`src/rtl/lb_pkg.sv`:
```
package lb_pkg;
    localparam int PARCEL_W = 15;
    localparam int PARCELS  = 4;
    localparam int SEL_W    = $clog2(PARCELS);
    localparam int WORD_W   = PARCEL_W * PARCELS;
endpackage

```
`src/rtl/lb_tag_match.sv`:
```
module lb_tag_match #(
    parameter int DEPTH = 8,
    parameter int TAG_W = 12
) (
    input  logic [DEPTH-1:0]            valid,
    input  logic [DEPTH-1:0][TAG_W-1:0] tags,
    input  logic [TAG_W-1:0]            key,
    output logic [DEPTH-1:0]            match
);
    for (genvar i = 0; i < DEPTH; i++) begin : g_cmp
        assign match[i] = valid[i] && (tags[i] == key);
    end
endmodule

```
`src/rtl/lb_parcel_sel.sv`:
```
module lb_parcel_sel
    import lb_pkg::*;
#(
    parameter int DEPTH = 8
) (
    input  logic [DEPTH-1:0]             match,
    input  logic [DEPTH-1:0][WORD_W-1:0] words,
    input  logic [SEL_W-1:0]             sel,
    output logic                         hit,
    output logic [PARCEL_W-1:0]          parcel
);
    logic [WORD_W-1:0]                 word_or;
    logic [PARCELS-1:0][PARCEL_W-1:0]  slices;

    always_comb begin
        word_or = '0;
        for (int i = 0; i < DEPTH; i++) begin
            if (match[i]) word_or = word_or | words[i];
        end
    end

    // slice 0 is the most significant parcel
    for (genvar k = 0; k < PARCELS; k++) begin : g_slice
        assign slices[k] = word_or[WORD_W-1-k*PARCEL_W -: PARCEL_W];
    end

    assign hit    = |match;
    assign parcel = slices[sel];
endmodule

```
`src/rtl/loop_buffer.sv`:
```
module loop_buffer
    import lb_pkg::*;
#(
    parameter int DEPTH  = 8,
    parameter int ADDR_W = 12
) (
    input  logic                       clk,
    input  logic                       rst_n,
    input  logic                       wr_en,
    input  logic [ADDR_W-1:0]          wr_addr,
    input  logic [WORD_W-1:0]          wr_word,
    input  logic [ADDR_W+SEL_W-1:0]    rd_paddr,
    input  logic                       jmp_flush,
    input  logic                       br_taken,
    output logic                       hit,
    output logic [PARCEL_W-1:0]        parcel
);
    localparam int PTR_W = (DEPTH > 1) ? $clog2(DEPTH) : 1;

    typedef struct packed {
        logic [DEPTH-1:0]              valid;
        logic [DEPTH-1:0][ADDR_W-1:0]  tag;
        logic [DEPTH-1:0][WORD_W-1:0]  word;
        logic [PTR_W-1:0]              ptr;
    } state_t;

    state_t state_d, state_q;
    logic [DEPTH-1:0] rd_match, wr_match;
    logic [PTR_W-1:0] slot;

    lb_tag_match #(.DEPTH(DEPTH), .TAG_W(ADDR_W)) u_rd_match (
        .valid (state_q.valid),
        .tags  (state_q.tag),
        .key   (rd_paddr[ADDR_W+SEL_W-1:SEL_W]),
        .match (rd_match)
    );

    lb_tag_match #(.DEPTH(DEPTH), .TAG_W(ADDR_W)) u_wr_match (
        .valid (state_q.valid),
        .tags  (state_q.tag),
        .key   (wr_addr),
        .match (wr_match)
    );

    lb_parcel_sel #(.DEPTH(DEPTH)) u_sel (
        .match  (rd_match),
        .words  (state_q.word),
        .sel    (rd_paddr[SEL_W-1:0]),
        .hit    (hit),
        .parcel (parcel)
    );

    always_comb begin
        state_d = state_q;
        slot    = jmp_flush ? '0 : state_q.ptr;
        if (jmp_flush) begin
            state_d.valid = '0;
            state_d.ptr   = '0;
        end
        if (wr_en) begin
            if (!jmp_flush) state_d.valid = state_q.valid & ~wr_match;
            state_d.valid[slot] = 1'b1;
            state_d.tag[slot]   = wr_addr;
            state_d.word[slot]  = wr_word;
            state_d.ptr = (int'(slot) == DEPTH - 1) ? '0 : slot + 1'b1;
        end
    end

    always_ff @(posedge clk) begin
        if (!rst_n) state_q <= '0;
        else        state_q <= state_d;
    end

    a_r10_single_match: assert property (@(posedge clk) disable iff (!rst_n)
        $onehot0(rd_match));
    a_r4_miss_zero: assert property (@(posedge clk) disable iff (!rst_n)
        !hit |-> parcel == '0);
    a_r7_flush_empties: assert property (@(posedge clk) disable iff (!rst_n)
        jmp_flush && !wr_en |=> !hit);
    a_r9_flush_write_one: assert property (@(posedge clk) disable iff (!rst_n)
        jmp_flush && wr_en |=> $countones(state_q.valid) == 1);
    a_r8_branch_keeps: assert property (@(posedge clk) disable iff (!rst_n)
        br_taken && !jmp_flush && !wr_en |=> $stable(state_q.valid));
    a_r2_write_fills: assert property (@(posedge clk) disable iff (!rst_n)
        wr_en |=> state_q.valid != '0);
endmodule

```
`config.mk`:
```
export PLATFORM = sky130hd
export DESIGN_NAME = loop_buffer
export DESIGN_NICKNAME = d
export VERILOG_FILES = /design/src/rtl/lb_pkg.sv /design/src/rtl/lb_tag_match.sv /design/src/rtl/lb_parcel_sel.sv /design/src/rtl/loop_buffer.sv
export SDC_FILE = /design/constraint.sdc
export NUM_CORES = 2
export LEC_CHECK = 0
export BUFFER_PORTS_ARGS = -buffer_cell sky130_fd_sc_hd__buf_2
export CORE_ASPECT_RATIO = 1.5
export CORE_MARGIN = 2
export CORE_UTILIZATION = 45
export DETAILED_ROUTE_END_ITERATION = 6
export PLACE_DENSITY = 0.72
export REMOVE_ABC_BUFFERS = 1
export SLEW_MARGIN = 20
export SYNTH_ARGS = -nofsm -noshare
export SYNTH_HDL_FRONTEND = slang
export SYNTH_SLANG_ARGS = --single-unit
```
`constraint.sdc`:
```
create_clock -name clk -period 6.1 [get_ports clk]
set_input_delay 1.22 -clock clk [delete_from_list [all_inputs] [get_ports clk]]
set_output_delay 1.22 -clock clk [all_outputs]
set_load 0.01 [all_outputs]
```
==> impl_metrics.tcl <==
set metrics [dict create \
    post_cts_buffers 0 \
    grt_pass1_wl_microns 127200 \
    post-route-period-util 0.8752 \
    track_usage 0.2604 \
    nets 3261 \
    timing.hold.ws_ns 0.4573 \
    max-slew-margin-rel 0.2251 \
    dieWidth_microns 203.6 \
    cts_buffer_depth 3 \
    cts_resized 0 \
    cap_violations 0 \
    drc 0 \
    grt_pass1_vias 22268 \
    core_area_sq_um 59050 \
    yosysWarnings 0 \
    cp-start-kind "input port" \
    overflow 0 \
    crit_required_ns 4.88 \
    status "completed" \
    fin_tns_setup_ns 0 \
    min_path_type "register to register" \
    tightest_slew_ns 1.162 \
    cts_made_buffers 53 \
    die_h_microns 303.5 \
    grt_max_degree 184 \
    fmax_mhz 187.3 \
    cts_tree "yes" \
    clk_latency_ns 0.60 \
    ir_drop_mv 0.2177 \
    antenna_found_initial 13 \
    synth_cells 3305 \
    fin_skew_ns 0.02173 \
    p_per_area_nw_per_um2 266.5 \
    final_common_cell "nand2_1" \
    ctsHoldBuffers 0 \
    syn_to_final_growth_pct 9.130 \
    ys_seq_elements 587 \
    layout_common_cells "nand2_1, dfxtp_1, a21boi_0, xnor2_1, buf_2" \
    setup_viol 0 \
    io_buffers 105 \
    leakagePower_nw 9.393 \
    final_cells 3992 \
    worstPathMaxFanout 15 \
    htree_levels 2 \
    dr.pass1.iters 7 \
    avgSynthCellArea_sq_um 8.140 \
    worstRegToRegCells 7 \
    cts_sinks 587 \
    drive_above_1_share 0.08133 \
    hpwl_microns 44390 \
    rsz0062_at_grt "no" \
    ys_seq_area_frac 0.4368 \
    critPathKind "input port to primary output" \
    via_per_inst 5.761 \
    start_util 0.4556 \
    slew_viol_final 0 \
    finalWirelength_microns 82210 \
    first_iter_violations 2359 \
    fp.dieArea_sq_um 61790 \
    synthesis.area_sq_um 26900 \
    io_pins 107 \
    cp.arrival_ns 4.12 \
    routabilityCongestion 0.8348 \
    vias 22996 \
    min_period_ns 5.338 \
    ant_nets 0 \
    r2r_start "state_q[1]" \
    cts_root_buf "clkbuf_16" \
    synth_cell_types 36 \
    endpoint_kind "primary output" \
    r2r_slack_ns 3.29 \
    wl_per_cell_microns 20.59 \
    min_path_cells 2 \
    clk_pin_slew_ns 0.06 \
    finalHoldViolCount 0 \
    dp.cells 3890 \
    row_count 109 \
]
## how the worst max path moves through the flow
stage	endpoint	startpoint	slack, ns	cells after the start
2_1_floorplan	register	jmp_flush	0.58	6
3_3_place_gp	parcel[13]	rd_paddr[10]	0.85	10
3_5_place_dp	parcel[13]	rd_paddr[10]	0.83	10
4_1_cts	parcel[13]	rd_paddr[10]	0.84	10
5_1_grt	parcel[9]	rd_paddr[3]	0.70	10
6_report	parcel[13]	rd_paddr[10]	0.76	10
## synthesized netlist by cell type, drive strengths merged
cell type	n	area share
a2111oi	1	0.00033
a21boi	584	0.16
a21oi	59	0.011
a221oi	45	0.016
a222oi	60	0.022
a22o	32	0.010
a22oi	58	0.016
a31o	15	0.0049
and2	3	0.00070
and3	29	0.0067
buf	85	0.016
clkbuf	255	0.037
dfxtp	587	0.44
ha	2	0.00093
inv	5	0.00070
nand2	1165	0.16
nand2b	3	0.00070
nand3	40	0.0074
nand3b	9	0.0025
nand4	34	0.0079
nor2	3	0.00042
nor3	6	0.0013
nor4	26	0.011
o21a	1	0.00028
o21ai	2	0.00037
or3	4	0.00093
xnor2	136	0.044
xor2	56	0.018
## metal layers
layer,vias up,wire length [microns],global-route usage
met5,-,89,0
met4,14,3311,0.1187
met3,226,5938,0.03523
met2,889,40210,0.4530
met1,11031,32650,0.3192
li1,10836,-,-
## worst max-delay path, cell delays in order
cell and delay, ns:
buf_2 0.28, xnor2_1 0.17, nand4_1 0.17, nor4_4 0.88
buf_4 0.45, a22oi_1 0.14, and3_1 0.20, a221oi_1 0.28
a31o_1 0.17, buf_2 0.15
## stage by stage
stage	util	power [mW]	setup WS [ns]	cell area [sq um]
after floorplan	-	4.205	0.5767	25480
after CTS	0.4968	7.851	0.8356	29340
after global routing	0.4971	8.039	0.7036	29350
final	0.4972	7.823	0.7615	29360
after detailed placement	0.4666	4.462	0.8340	27550
after global placement	0.4666	4.456	0.8532	27550
## area by class of cell
cell class	count	area (sq um)
Clock buffer	80	1599
Tap cell	777	972.2
Clock inverter	16	183.9
Timing Repair Buffer	148	1008
Antenna cell	6	15.01
Fill cell	5573	29690
Inverter	5	18.77
Multi-Input combinational cell	2373	13810
Sequential cell	587	11750
## kinds of logic (layout without fill, tap and decap cells)
group	count (synthesis)	count (layout)	synth area share
xor+xnor	192	192	0.06251
compound gates	857	857	0.2445
other cells	0	6	0
buf+inv	345	249	0.05349
flops	587	587	0.4368
simple gates	1322	1322	0.2017
fa+ha+maj	2	2	0.0009300
## power by group
group | total [mW] | switching, mW | internal (mW)
Sequential | 3.90 | 0.0264 | 3.87
Combinational | 0.480 | 0.303 | 0.177
Clock | 3.44 | 1.50 | 1.94
Total | 7.82 | 1.83 | 5.99
(Power assumes the default switching activity.)
